$ cat config.mk
export PLATFORM = sky130hd
export DESIGN_NAME = tcmp_unit
export DESIGN_NICKNAME = d
export VERILOG_FILES = /design/src/rtl/tcmp_pkg.sv /design/src/rtl/tcmp_match_det.sv /design/src/rtl/tcmp_mode_fsm.sv /design/src/rtl/tcmp_action.sv /design/src/rtl/tcmp_unit.sv
export SDC_FILE = /design/constraint.sdc
export NUM_CORES = 1
export LEC_CHECK = 0
export ABC_AREA = 0
export BUFFER_PORTS_ARGS = -buffer_cell sky130_fd_sc_hd__buf_2
export CELL_PAD_IN_SITES_DETAIL_PLACEMENT = 1
export CELL_PAD_IN_SITES_GLOBAL_PLACEMENT = 2
export CORE_MARGIN = 8
export CORE_UTILIZATION = 21
export CTS_CLUSTER_DIAMETER = 60
export DETAILED_ROUTE_END_ITERATION = 12
export PLACE_DENSITY_LB_ADDON = 0.05
export SYNTH_ARGS = -nofsm -noshare
export SYNTH_HDL_FRONTEND = slang
export SYNTH_SLANG_ARGS = --single-unit
$ cat constraint.sdc
create_clock -name clk -period 1.5 [get_ports clk]
set_input_delay 0.3 -clock clk [delete_from_list [all_inputs] [get_ports clk]]
set_output_delay 0.3 -clock clk [all_outputs]
set_load 0.005 [all_outputs]
$ cat src/rtl/tcmp_pkg.sv
package tcmp_pkg;

    typedef enum logic [2:0] {
        ST_OFF,
        ST_IDLE,
        ST_TOGGLE,
        ST_DRIVE_HI,
        ST_DRIVE_LO,
        ST_FLAG_ONLY,
        ST_SPECIAL
    } tcmp_state_e;

    localparam int MODE_W = 4;

    localparam logic [MODE_W-1:0] CODE_OFF       = 4'b0000;
    localparam logic [MODE_W-1:0] CODE_TOGGLE    = 4'b0010;
    localparam logic [MODE_W-1:0] CODE_DRIVE_HI  = 4'b1000;
    localparam logic [MODE_W-1:0] CODE_DRIVE_LO  = 4'b1001;
    localparam logic [MODE_W-1:0] CODE_FLAG_ONLY = 4'b1010;
    localparam logic [MODE_W-1:0] CODE_SPECIAL   = 4'b1011;

    function automatic tcmp_state_e decode_mode(input logic [MODE_W-1:0] code);
        tcmp_state_e s;
        unique case (code)
            CODE_OFF:       s = ST_OFF;
            CODE_TOGGLE:    s = ST_TOGGLE;
            CODE_DRIVE_HI:  s = ST_DRIVE_HI;
            CODE_DRIVE_LO:  s = ST_DRIVE_LO;
            CODE_FLAG_ONLY: s = ST_FLAG_ONLY;
            CODE_SPECIAL:   s = ST_SPECIAL;
            default:        s = ST_IDLE;
        endcase
        return s;
    endfunction

    function automatic logic sets_flag(input tcmp_state_e s);
        return (s == ST_TOGGLE) || (s == ST_DRIVE_HI) || (s == ST_DRIVE_LO) ||
               (s == ST_FLAG_ONLY) || (s == ST_SPECIAL);
    endfunction

endpackage

$ cat src/rtl/tcmp_match_det.sv
module tcmp_match_det #(
    parameter int TMR_W = 16
) (
    input  logic             clk,
    input  logic             rst_n,
    input  logic             clear,
    input  logic [TMR_W-1:0] tmr,
    input  logic [TMR_W-1:0] cmp,
    output logic             hit
);

    logic eq_now;
    logic eq_q;
    logic eq_prev;

    assign eq_now = (tmr == cmp);

    always_ff @(posedge clk or negedge rst_n) begin
        if (!rst_n) begin
            eq_q    <= 1'b0;
            eq_prev <= 1'b0;
        end else if (clear) begin
            eq_q    <= 1'b0;
            eq_prev <= 1'b0;
        end else begin
            eq_q    <= eq_now;
            eq_prev <= eq_q;
        end
    end

    assign hit = eq_q & ~eq_prev;


    single_hit_chk: assert property (@(posedge clk) disable iff (!rst_n)
        hit |=> !hit);


    hit_follows_eq_chk: assert property (@(posedge clk) disable iff (!rst_n)
        (eq_now && !clear && !eq_q) |=> hit);

endmodule

$ cat src/rtl/tcmp_mode_fsm.sv
module tcmp_mode_fsm
    import tcmp_pkg::*;
(
    input  logic              clk,
    input  logic              rst_n,
    input  logic [MODE_W-1:0] mode_sel,
    output tcmp_state_e       state,
    output tcmp_state_e       next_state
);

    always_comb begin
        next_state = decode_mode(mode_sel);
    end

    always_ff @(posedge clk or negedge rst_n) begin
        if (!rst_n) begin
            state <= ST_OFF;
        end else begin
            state <= next_state;
        end
    end


    off_tracks_code_chk: assert property (@(posedge clk) disable iff (!rst_n)
        (mode_sel == CODE_OFF) |=> (state == ST_OFF));

endmodule

$ cat src/rtl/tcmp_action.sv
module tcmp_action
    import tcmp_pkg::*;
(
    input  logic        clk,
    input  logic        rst_n,
    input  tcmp_state_e state,
    input  tcmp_state_e next_state,
    input  logic        hit,
    input  logic        adc_en,
    input  logic        flag_clr,
    output logic        pin,
    output logic        flag,
    output logic        trst,
    output logic        adc_go
);

    logic entering;
    logic flag_set;

    assign entering = (next_state != state);
    assign flag_set = hit & sets_flag(state);

    always_ff @(posedge clk or negedge rst_n) begin
        if (!rst_n) begin
            pin    <= 1'b0;
            flag   <= 1'b0;
            trst   <= 1'b0;
            adc_go <= 1'b0;
        end else begin
            trst   <= 1'b0;
            adc_go <= 1'b0;
            if (next_state == ST_OFF) begin
                pin  <= 1'b0;
                flag <= 1'b0;
            end else begin
                if (flag_set) begin
                    flag <= 1'b1;
                end else if (flag_clr) begin
                    flag <= 1'b0;
                end

                if (entering && next_state == ST_DRIVE_HI) begin
                    pin <= 1'b0;
                end else if (entering && next_state == ST_DRIVE_LO) begin
                    pin <= 1'b1;
                end else if (hit) begin
                    unique case (state)
                        ST_TOGGLE:   pin <= ~pin;
                        ST_DRIVE_HI: pin <= 1'b1;
                        ST_DRIVE_LO: pin <= 1'b0;
                        default:     pin <= pin;
                    endcase
                end

                if (hit && state == ST_SPECIAL) begin
                    trst   <= 1'b1;
                    adc_go <= adc_en;
                end
            end
        end
    end


    trst_one_cycle_chk: assert property (@(posedge clk) disable iff (!rst_n)
        trst |=> !trst);


    adc_with_trst_chk: assert property (@(posedge clk) disable iff (!rst_n)
        adc_go |-> trst);


    flag_only_pin_hold_chk: assert property (@(posedge clk) disable iff (!rst_n)
        (state == ST_FLAG_ONLY && next_state == ST_FLAG_ONLY) |=> $stable(pin));


    idle_no_effect_chk: assert property (@(posedge clk) disable iff (!rst_n)
        (state == ST_IDLE && next_state == ST_IDLE) |=> ($stable(pin) && !trst && !$rose(flag)));


    set_beats_clear_chk: assert property (@(posedge clk) disable iff (!rst_n)
        (hit && sets_flag(state) && next_state != ST_OFF) |=> flag);


    off_clears_chk: assert property (@(posedge clk) disable iff (!rst_n)
        (next_state == ST_OFF) |=> (!pin && !flag));


    drive_hi_chk: assert property (@(posedge clk) disable iff (!rst_n)
        (hit && state == ST_DRIVE_HI && next_state == ST_DRIVE_HI) |=> pin);


    drive_lo_chk: assert property (@(posedge clk) disable iff (!rst_n)
        (hit && state == ST_DRIVE_LO && next_state == ST_DRIVE_LO) |=> !pin);

endmodule

$ cat src/rtl/tcmp_unit.sv
module tcmp_unit
    import tcmp_pkg::*;
#(
    parameter int TMR_W = 16
) (
    input  logic             clk,
    input  logic             rst_n,
    input  logic [TMR_W-1:0] tmr_val,
    input  logic [TMR_W-1:0] cmp_val,
    input  logic [MODE_W-1:0] mode_sel,
    input  logic             adc_en,
    input  logic             flag_clr,
    output logic             cmp_pin,
    output logic             cmp_flag,
    output logic             tmr_rst_pulse,
    output logic             adc_start_pulse
);

    tcmp_state_e state;
    tcmp_state_e next_state;
    logic        hit;
    logic        det_clear;

    assign det_clear = (next_state == ST_OFF);

    tcmp_mode_fsm u_fsm (
        .clk        (clk),
        .rst_n      (rst_n),
        .mode_sel   (mode_sel),
        .state      (state),
        .next_state (next_state)
    );

    tcmp_match_det #(.TMR_W(TMR_W)) u_det (
        .clk   (clk),
        .rst_n (rst_n),
        .clear (det_clear),
        .tmr   (tmr_val),
        .cmp   (cmp_val),
        .hit   (hit)
    );

    tcmp_action u_act (
        .clk        (clk),
        .rst_n      (rst_n),
        .state      (state),
        .next_state (next_state),
        .hit        (hit),
        .adc_en     (adc_en),
        .flag_clr   (flag_clr),
        .pin        (cmp_pin),
        .flag       (cmp_flag),
        .trst       (tmr_rst_pulse),
        .adc_go     (adc_start_pulse)
    );


    reset_idle_chk: assert property (@(posedge clk) disable iff (!rst_n)
        $rose(rst_n) |-> (!tmr_rst_pulse && !adc_start_pulse));

endmodule

# ---- Yosys cells after proc, flatten, opt, wreduce, memory -nomap -nowiden
# Cells that the tools add are included.
dict set report word_totals {
  reg_bits 9
  input_bits 40
  wordCells 53
}
dict set report classes {
  eq_ne 14
  bitwise_logic 4
  n_reduce_logical 13
  muxes 15
}
# op n
set op_table {}
lappend op_table {{one-hot mux 3 bit (6 select lines)} 1}
lappend op_table {{== test 16 bit} 1}
lappend op_table {{== test 4 bit, second input constant} 4}
lappend op_table {{two-way mux 1 bit} 13}
lappend op_table {{== test 3 bit, second input constant} 4}
lappend op_table {{== test 3 x 2 -> 1 bit, second input constant} 3}
lappend op_table {{nonzero test 6 bit} 1}
lappend op_table {{== test 4 x 2 -> 1 bit, second input constant} 1}
lappend op_table {{zero test 4 bit} 1}
lappend op_table {{logical OR 1 bit} 4}
lappend op_table {{nonzero test 4 bit} 1}
lappend op_table {{logical AND 1 bit} 3}
lappend op_table {{zero test 3 bit} 1}
lappend op_table {{inequality test 3 bit} 1}
lappend op_table {{one-hot mux 1 bit (3 select lines)} 1}
lappend op_table {{nonzero test 3 bit} 1}
lappend op_table {{AND 1 bit} 2}
lappend op_table {{NOT 1 bit} 2}
lappend op_table {{AND reduction 2 bit} 1}

# ---- Longest topological paths before layout
# Gate-level depths: netlist of run 1.
dict set report logic_depth {
  depth_word 8
  depth_mapped 5
  ltp_nobuf 4
}

# ---- Modules after synthesis
# Synthesis of run 1 repeated with hierarchy kept, for this count alone.
dict set report hier_totals {
  hier_cells 60
  area_unflattened_um2 628.1
}
# module cells_per_inst seq_area_each_um2 area_per_inst_um2 instances
set by_module_without_submodules {}
lappend by_module_without_submodules {tcmp_match_det 26 50.0 242.7 1}
lappend by_module_without_submodules {tcmp_action 22 100.1 241.5 1}
lappend by_module_without_submodules {tcmp_mode_fsm 11 75.1 133.9 1}
lappend by_module_without_submodules {tcmp_unit 1 0.0 10.0 1}

# ---- Worst setup path before layout of run 1
# OpenSTA, ideal clock, no wires.
dict set report synth_path {
  path_kind {flip-flop to flip-flop}
  startpoint {register u_fsm.state[2]}
  endpoint {register u_act.flag}
  period_less_slack_ps 1178
  setup_ps 77
  t_arrival_ps 1100
  path_stages_with_launch 4
  n_path_buf 0
  setup_slack_ps 322
  path_cell_list {dfrtp_1 -> and3_1 -> or4_1 -> a21oi_1}
}
dict set report synth_via {
  elab_chain_cells 8
  elab_cells_between_ends 13
  cone_classes {5 x eq/ne; 2 x mux; 1 x bitwise; 5 x reduce/logical}
}
# item line_no
set synth_lines {}
lappend synth_lines {{start: declaration} tcmp_mode_fsm.sv:7} ;# output tcmp_state_e state,
lappend synth_lines {{start signal: assignment} tcmp_mode_fsm.sv:19} ;# state <= next_state;
lappend synth_lines {{== test 3 x 2 -> 1 bit} tcmp_pkg.sv:37} ;# return (s == ST_TOGGLE) || (s == ST_DRIVE_HI) || (s == ST_DRIVE_LO) ||
lappend synth_lines {{logical OR 1 bit (3 in a row)} tcmp_pkg.sv:37}
lappend synth_lines {{logical OR 1 bit *} tcmp_pkg.sv:38} ;# (s == ST_FLAG_ONLY) || (s == ST_SPECIAL);
lappend synth_lines {{AND 1 bit *} tcmp_action.sv:21} ;# assign flag_set = hit & sets_flag(state);
lappend synth_lines {{two-way mux 1 bit} tcmp_action.sv:36} ;# if (flag_set) begin
lappend synth_lines {{two-way mux 1 bit} tcmp_action.sv:32} ;# if (next_state == ST_OFF) begin
lappend synth_lines {{end signal: assignment} tcmp_action.sv:34} ;# flag <= 1'b0;
lappend synth_lines {{end signal: assignment} tcmp_action.sv:37} ;# flag <= 1'b1;
lappend synth_lines {{end signal: assignment} tcmp_action.sv:39} ;# flag <= 1'b0;
lappend synth_lines {{end: declaration} tcmp_action.sv:12} ;# output logic flag,
# Mark *: on every way between the ends. The rest lies on a longest branch, timed or not.
# A chain may end at the register's enable or synchronous reset.

# ---- Worst setup path after layout of run 1
# Same ends and word-level chain as after synthesis.

==> impl_metrics.csv, run 1 <==
group,metric,value,unit
run_status,status,"finished clean",
route,totalWireLength,1920,um
worst_hold_path,hold-path-cell-count,2,
clocking,cts_htree_levels,1,
floorplan,die_x,71.0,um
clocking,cts_buffers,3,
worst_hold_path,hold_class,"primary input to register",
sta,worstMarginPinSlew,381,ps
global_route,grt_max_degree,10,
worst_setup_path,worstPathArrival,1460,ps
clocking,post-cts-setup-buffers,0,
clocking,cts_sinks,9,
layout,layout-drive-gt1-share,45.9,%
floorplan,num_rows,20,
layout,antenna_cells,0,
worst_setup_path,critical-path-max-stage-delay,450,ps
layout,final_cell_area,916,um^2
worst_setup_path,crit_required,1690,ps
pwr,ir_worst_vdd,0.187,mV
layout,nFillCells,372,
clocking,cts-root-buf,"clkbuf_4",
worst_setup_path,path_depth,3,
route,dr.first_iter.drc_count,17,
worst_setup_path,crit_path_top_delay_cell,"dfrtp_1",
layout,seq_area,225,um^2
sta,timing.hold.ws,245,ps
worst_setup_path,worstPathMaxFanout,7,
floorplan,die_h,71.0,um
global_route,grt_pass1_wl,3080,um
worst_setup_path,cp_top_family,"simple AND/OR/NAND/NOR gates",
sta,totalNegativeSetupSlack,0,ps
sta,min_period_over_period,84.6,%
floorplan,initial_core_util,21.5,%
sta,max_slew_margin,74.4,%
place,dp.cells,137,
route,viasPerCell,4.39,
clocking,postCtsHoldBufs,1,
place,hpwl,1710,um
route,num_vias,623,
clocking,clkTransAtPathRegs,60,ps
global_route,first_global_vias,673,
synth,synth_area,634,um^2
pwr,p_total,0.606,mW
route,drc,0,
sta,fin_crit,1270,ps
synth,ys_types,25,
synth,seq_area_frac_synth,35.5,%
global_route,grt_usage,7.65,%
clocking,cts_buffer_depth,2,
pwr,cellPowerDensity,662,nW/um^2
clocking,clk_latency,260,ps
worst_setup_path,rr_worst_depth,3,
synth,syn_inst,62,
synth,synth_area_per_cell,10.2,um^2
worst_setup_path,end_kind,"register",
layout,utilization,31.0,%
clocking,cts_resized,0,
layout,fin_cells,142,
sta,fin_skew,1.65,ps
layout,synthToLayoutAreaGrowth,44.4,%
sta,setup_viol,0,
synth,yosysWarnings,0,
synth,ys_ff_latch,9,
route,dr.pass1.iters,4,
worst_setup_path,path_class,"register to register",
layout,final_nets,150,
place,port_buffers,43,
route,postRouteAntennaNets,0,
global_route,overflow,0,
run,cap_violations,0,
layout,multi_input_comb_area,390,um^2
clocking,cts_tree,"yes",
worst_setup_path,path_buf_inv,0,
floorplan,io_pins,44,
worst_setup_path,cp_cell_sequence,"and3_1 -> or4_1 -> a21oi_1",
floorplan,core_area,2950,um^2
place,globalplace.congestion,0.677,
sta,rsz0062_at_grt,"no",
place,placed_area,880,um^2
pwr,leakagePower,0.441,nW
sta,hold_viol,0,
sta,setup_slack,230,ps
route,wl_per_cell,13.5,um
place,preCtsSetupSlack,114,ps
sta,drv_slew,0,
global_route,grt_antenna_before_repair,0,
synth,synthesis.nets,102,
floorplan,dieArea,5040,um^2
worst_setup_path,start_kind,"register",
sta,fmax,0.788,GHz
worst reg2reg max path: cells and delay by family, from the launching register on:
| kind | cells | cell delay (ps) |
|---|---|---|
| flip-flops | 1 | 450 |
| AND/OR/NAND/NOR | 2 | 600 |
| AO/OA/AOI/OAI | 1 | 150 |
kinds of logic after synthesis:
family	synth area share (%)
xor gates and xnor gates	24.9
AOI/OAI and AO/OA	9.66
DFF	35.5
and+or+nand+nor	27.0
buffers and inverters	2.96
cells in the mapped netlist (all sizes together):
| master | number | share of area (%) |
|---|---|---|
| nand4 | 1 | 0.99 |
| o41ai | 1 | 1.4 |
| buf | 1 | 1.8 |
| nor4b | 2 | 5.1 |
| nor2 | 6 | 3.6 |
| and2 | 1 | 0.99 |
| a21oi | 3 | 2.4 |
| nand4b | 1 | 1.4 |
| a32o | 1 | 1.6 |
| a311oi | 1 | 2.4 |
| or4 | 1 | 1.2 |
| nand2b | 4 | 4.3 |
| xnor2 | 1 | 1.4 |
| nor3 | 2 | 1.6 |
| and3 | 1 | 0.99 |
| nor4 | 4 | 6.3 |
| xor2 | 17 | 23 |
| a211oi | 1 | 1.2 |
| o21ai | 1 | 0.79 |
| dfrtp | 9 | 36 |
| inv | 2 | 1.2 |
| nand2 | 1 | 0.59 |
sequential cells by signal, summed over array words and instances, names as in the netlist:
signal / count
u_act.flag: 1
u_fsm.state: 3
u_act.trst: 1
u_act.adc_go: 1
u_act.pin: 1
u_det.eq_prev: 1
u_det.eq_q: 1
area by class of cell:
type / instances / area share (%)
Sequential cell: 9 / 24.6
Multi-Input combinational cell: 50 / 42.6
Inverter: 2 / 0.820
Timing Repair Buffer: 44 / 24.6
Tap cell: 33 / 4.51
Clock buffer: 4 / 2.87
worst paths after layout:
check / start / to / slack [ps]
min in group asynchronous: rst_n / u_act.flag / 410
worst min-delay path: adc_en / u_act.adc_go / 240
max in group asynchronous: rst_n / u_fsm.state[0] / 910
worst max-delay path: u_fsm.state[2] / u_act.flag / 230
worst min register to register: u_det.eq_prev / u_act.trst / 530
worst max register to register: u_fsm.state[2] / u_act.flag / 230
placed cells by master, fill, tap and decap left out, types with 2 or more instances in the layout:
| master | count |
|---|---|
| clkbuf_4 | 3 |
| inv_1 | 2 |
| a21oi_1 | 3 |
| nor4_1 | 3 |
| buf_2 | 43 |
| dfrtp_1 | 9 |
| nand2b_1 | 3 |
| nor2_1 | 6 |
| xor2_1 | 17 |
| nor3_1 | 2 |
metal layers:
metal	track usage (%)	part of all wire (%)	up-vias
li1	-	-	314
met1	7.86	38	288
met2	13.3	53	21
met3	3.95	8.4	0
met4	2.08	0	0
met5	0	0	-
where the power goes:
| group | leakage [nW] | total, mW | internal (mW) | switching, mW |
|---|---|---|---|---|
| sequential | 0.119 | 0.267 | 0.253 | 0.0132 |
| clock | 0.0150 | 0.190 | 0.103 | 0.0874 |
| combinational | 0.307 | 0.149 | 0.0812 | 0.0681 |
| total | 0.441 | 0.606 | 0.437 | 0.169 |
(Power assumes the default switching activity.)
==> run 2: changes to the inputs <==
==> constraint.sdc (replaced) <==
create_clock -name clk -period 1.3 [get_ports clk]
set_input_delay 0.26 -clock clk [delete_from_list [all_inputs] [get_ports clk]]
set_output_delay 0.26 -clock clk [all_outputs]
set_load 0.005 [all_outputs]
==> run 2 against run 1 <==
Effect of this change: highest routed layer unchanged; combinational power rose by 30%; global-route usage barely moved; sequential share of layout area fell by 2.0 points; first-iteration DRC count rose by 18%; critical path type unchanged; clock power rose by 9%; critical endpoint unchanged.
==> impl_metrics.csv, run 2 (synthesis results as in run 1) <==
group,metric,value,unit
global_route,first_global_vias,726,
sta,fmax,0.799,GHz
pwr,seq_power_share,43.5,%
layout,synthToLayoutAreaGrowth,58.2,%
place,dp.cells,145,
clocking,cts_sinks,9,
route,drc,0,
sta,fin_skew,4.13,ps
run,cap_violations,0,
layout,final_nets,160,
worst_setup_path,end_kind,"register",
pwr,p_total,0.712,mW
sta,worstMarginPinSlew,315,ps
sta,timing.hold.ws,217,ps
global_route,grt_antenna_before_repair,0,
route,viasPerCell,4.38,
route,wl_per_cell,12.6,um
global_route,grt_usage,7.65,%
sta,setup_viol,0,
global_route,grtUsageMet2,13.6,%
sta,max_slew_margin,78.8,%
sta,drv_slew,0,
pwr,p_comb_share,27.3,%
floorplan,num_rows,20,
floorplan,die_x,71.0,um
pwr,leakagePower,0.490,nW
worst_setup_path,crit_required,1480,ps
global_route,use_met3,3.39,%
floorplan,core_area,2950,um^2
clocking,clkTransAtPathRegs,60,ps
layout,top_register,"u_fsm.state",
pwr,intPower,0.521,mW
pwr,cellPowerDensity,709,nW/um^2
worst_setup_path,path_class,"register to register",
global_route,overflow,0,
layout,largest_reg_flops,3,
route,dr.pass1.iters,2,
clocking,cts_tree,"yes",
sta,rsz0062_at_grt,"no",
global_route,grt_max_degree,10,
route,dr.first_iter.drc_count,20,
place,preCtsSetupSlack,-44.6,ps
worst_setup_path,worstPathMaxFanout,7,
floorplan,initial_core_util,21.5,%
pwr,p_clk_share,29.2,%
route,postRouteAntennaNets,0,
pwr,switchingPower,0.190,mW
run_status,status,"finished clean",
sta,min_period_over_period,96.3,%
layout,utilization,34.0,%
route,num_vias,666,
place,port_buffers,43,
floorplan,dieArea,5040,um^2
floorplan,io_pins,44,
layout,layout-drive-gt1-share,52.9,%
pwr,netSwitchingFraction,26.8,%
floorplan,die_h,71.0,um
clocking,cts_buffer_depth,2,
place,globalplace.congestion,0.666,
sta,setup_slack,48.1,ps
layout,antenna_cells,0,
place,hpwl,1750,um
layout,final_cell_mix,"43 x buf_2, 17 x xor2_1, 10 x buf_4",
clocking,cts-root-buf,"clkbuf_4",
sta,hold_viol,0,
sta,fin_crit,1250,ps
worst_hold_path,hold_class,"primary input to register",
pwr,ir_worst_vdd,0.200,mV
layout,fin_cells,152,
layout,final_common_cell,"buf_2",
route,totalWireLength,1920,um
global_route,top_usage_layer,"met2",
clocking,clk_latency,250,ps
clocking,cts_buffers,3,
clocking,cts_htree_levels,1,
worst_setup_path,worstPathArrival,1430,ps
global_route,grt_util_met1,8.43,%
worst_setup_path,start_kind,"register",
global_route,grt_pass1_wl,3170,um
==> run 2: what timing repair did <==
action,4_1_cts,5_1_grt
gates resized for setup,0,4
buffers inserted,0,2
hold buffers,1,0
endpoints found under the hold margin,9,0
endpoints found under the setup margin,0,2
==> run 2: worst paths after layout <==
kind / to / start / cells after the start / slack, ps
max: u_act.flag / u_fsm.state[2] / 3 / 50
min: u_act.adc_go / adc_en / 2 / 220
max reg2reg: u_act.flag / u_fsm.state[2] / 3 / 50
min reg2reg: u_act.flag / u_act.flag / 2 / 540
max in group asynchronous: u_fsm.state[2] / rst_n / 2 / 720
min in group asynchronous: u_det.eq_prev / rst_n / 2 / 390
==> run 2: worst max-delay path, stage by stage, from the launching register on <==
cell and delay [ps]:
dfrtp_2 460, and3_4 190, or4_1 400, a21oi_1 130
==> run 2: power groups by stage <==
stage               sequential (mW)  clock, mW  combinational (mW)
floorplan                     0.310          0              0.0799
detailed placement            0.312          0               0.191
finish                        0.310      0.208               0.194
global placement              0.313          0               0.188
global route                  0.312      0.236               0.216
CTS                           0.307      0.218               0.193
==> run 2: area by class of cell <==
cell class | instances | area, um^2
inverter | 2 | 7.51
multi-input combinational | 50 | 402
clock buffer | 4 | 26.3
sequential | 9 | 226
fill | 370 | 1950
tap | 33 | 41.3
timing repair buffer | 54 | 300
==> run 2: metrics by stage <==
step | cell area [um^2] | TNS (ps)
detailed placement | 940 | -44.6
global placement | 940 | -1.89
global route | 1000 | 0
CTS | 976 | 0
floorplan | 634 | 0
finish | 1000 | 0
==> run 2: per-layer routing <==
layer,vias to the layer above,part of all wire [%]
met4,0,0
li1,334,-
met1,315,41
met5,-,0
met2,17,54
met3,0,5.5
==> run 3: changes to the inputs <==
--- a/config.mk
+++ b/config.mk
@@ -11,9 +11,10 @@
 export CELL_PAD_IN_SITES_GLOBAL_PLACEMENT = 2
 export CORE_MARGIN = 8
 export CORE_UTILIZATION = 21
-export CTS_CLUSTER_DIAMETER = 60
 export DETAILED_ROUTE_END_ITERATION = 12
 export PLACE_DENSITY_LB_ADDON = 0.05
+export RECOVER_POWER = 50
+export SETUP_SLACK_MARGIN = 0.2
 export SYNTH_ARGS = -nofsm -noshare
 export SYNTH_HDL_FRONTEND = slang
 export SYNTH_SLANG_ARGS = --single-unit
==> run 3 against run 2 <==
Effect of this change: register-to-register slack about the same; clock power increased by 5%; final cell count decreased by 2.0%; global-route usage increased by 0.35 points; total power increased by 2.5%; worst setup slack improved by 14 ps; non-clock buffer count decreased by 3; fmax increased by 1.1%.
==> impl_metrics.csv, run 3 (synthesis results as in run 1) <==
group,metric,value,unit
run_status,status,"finished clean",
worst_setup_path,cp_cell_sequence,"and3_1 -> or4_4 -> a21oi_2",
sta,max_slew_margin,66.6,%
worst_hold_path,hold-path-cell-count,2,
place,globalplace.congestion,0.672,
global_route,overflow,0,
sta,min_period_over_period,95.3,%
worst_setup_path,crit_path_top_delay_cell,"dfrtp_2",
floorplan,core_area,2950,um^2
floorplan,dieArea,5040,um^2
pwr,cellPowerDensity,731,nW/um^2
clocking,cts_sinks,9,
layout,multi_input_comb_area,423,um^2
sta,setup_viol,0,
worst_setup_path,path_buf_inv,0,
global_route,grt_pass1_wl,3280,um
sta,rsz0062_at_grt,"yes",
floorplan,initial_core_util,21.5,%
route,dr.pass1.iters,2,
layout,final_cell_mix,"42 x buf_2, 17 x xor2_1, 7 x dfrtp_1",
floorplan,die_x,71.0,um
layout,antenna_cells,0,
worst_setup_path,crit_required,1500,ps
clocking,cts_tree,"yes",
worst_setup_path,critical-path-max-stage-delay,440,ps
floorplan,num_rows,20,
global_route,top_usage_layer,"met2",
clocking,clk_latency,260,ps
place,hpwl,1740,um
layout,largest_reg_flops,3,
route,num_vias,667,
worst_setup_path,worstPathArrival,1440,ps
global_route,grt_usage,8.00,%
floorplan,die_h,71.0,um
clocking,cts_htree_levels,1,
run,cap_violations,0,
global_route,first_global_vias,772,
clocking,cts-root-buf,"clkbuf_4",
worst_setup_path,path_class,"register to register",
clocking,cts_buffers,3,
worst_hold_path,hp-start,"adc_en",
sta,totalNegativeSetupSlack,0,ps
route,wl_per_cell,13.1,um
layout,final_common_cell,"buf_2",
sta,timing.hold.ws,201,ps
global_route,grt_util_met1,7.95,%
worst_setup_path,r2r_slack,60,ps
worst_setup_path,end_kind,"register",
place,placed_area,925,um^2
layout,top_register,"u_fsm.state",
global_route,use_met3,3.81,%
layout,nFillCells,361,
route,totalWireLength,1950,um
route,viasPerCell,4.48,
place,port_buffers,43,
layout,seq_area,228,um^2
worst_setup_path,r2r_end,"u_act.flag",
pwr,ir_worst_vdd,0.198,mV
worst_setup_path,cp_top_family,"simple AND/OR/NAND/NOR gates",
pwr,p_total,0.730,mW
sta,fmax,0.808,GHz
sta,fin_crit,1240,ps
clocking,cts_buffer_depth,2,
layout,synthToLayoutAreaGrowth,57.4,%
pwr,leakagePower,0.475,nW
global_route,grt_antenna_before_repair,0,
worst_setup_path,rr_startpoint,"u_fsm.state[0]",
sta,hold_viol,0,
route,drc,0,
route,dr.first_iter.drc_count,24,
worst_setup_path,start_kind,"register",
sta,drv_slew,0,
layout,layout-drive-gt1-share,54.3,%
layout,final_nets,157,
sta,fin_skew,5.04,ps
worst_hold_path,hold_class,"primary input to register",
worst_hold_path,min_to,"u_act.adc_go",
global_route,grtUsageMet2,14.8,%
worst_setup_path,rr_worst_depth,3,
floorplan,io_pins,44,
sta,worstMarginPinSlew,501,ps
layout,final_cell_area,998,um^2
clocking,clkTransAtPathRegs,60,ps
global_route,grt_max_degree,10,
route,postRouteAntennaNets,0,
worst_setup_path,worstPathMaxFanout,5,
==> run 3: how the worst max path moves through the flow <==
| stage | cells past startpoint | start | slack (ps) | end |
|---|---|---|---|---|
| floorplan | 3 | u_fsm.state[0] | 170 | u_act.flag |
| global placement | 6 | cmp_val[4] | 5 | u_det.eq_q |
| detailed placement | 6 | cmp_val[4] | -10 | u_det.eq_q |
| CTS | 3 | u_fsm.state[0] | 60 | u_act.flag |
| global route | 3 | u_fsm.state[0] | 0.6 | u_act.pin |
| finish | 3 | u_fsm.state[0] | 60 | u_act.flag |
==> run 3: where the power goes <==
part           internal (mW)  switching (mW)  total [mW]  leakage (nW)
logic                  0.111          0.0899       0.200         0.343
registers              0.293          0.0168       0.310         0.117
clock network          0.118           0.101       0.219        0.0150
total                  0.522           0.207       0.730         0.475
==> run 3: layout make-up <==
class | instances | area share, %
well taps | 33 | 4.14
clock buffers | 4 | 2.63
repair buffers | 51 | 27.3
multi-input cells | 50 | 42.4
inverters | 2 | 0.752
flip-flops and latches | 9 | 22.8
==> run 3: timing repair <==
action | CTS | global route
resized for setup | 3 | 5
setup endpoints to repair | 3 | 5
pin swaps | 0 | 2
setup buffers | 0 | 1
hold endpoints to repair | 9 | 0
hold buffers | 1 | 0
==> run 3: stage by stage <==
step | instances | util, % | setup WS (ps)
after global routing | 149 | 33.8 | 0.615
after CTS | 148 | 32.9 | 62.6
after floorplan | 62 | - | 166
final | 149 | 33.8 | 61.7
after detailed placement | 143 | 31.3 | -14.2
after global placement | 143 | 31.3 | 4.68
==> run 3: layer usage <==
metal	routed length (um)	part of all wire, %	vias up
met5	0	0	-
met4	8	0.41	0
met3	117	6.0	2
met2	1080	55	20
met1	745	38	318
li1	-	-	327
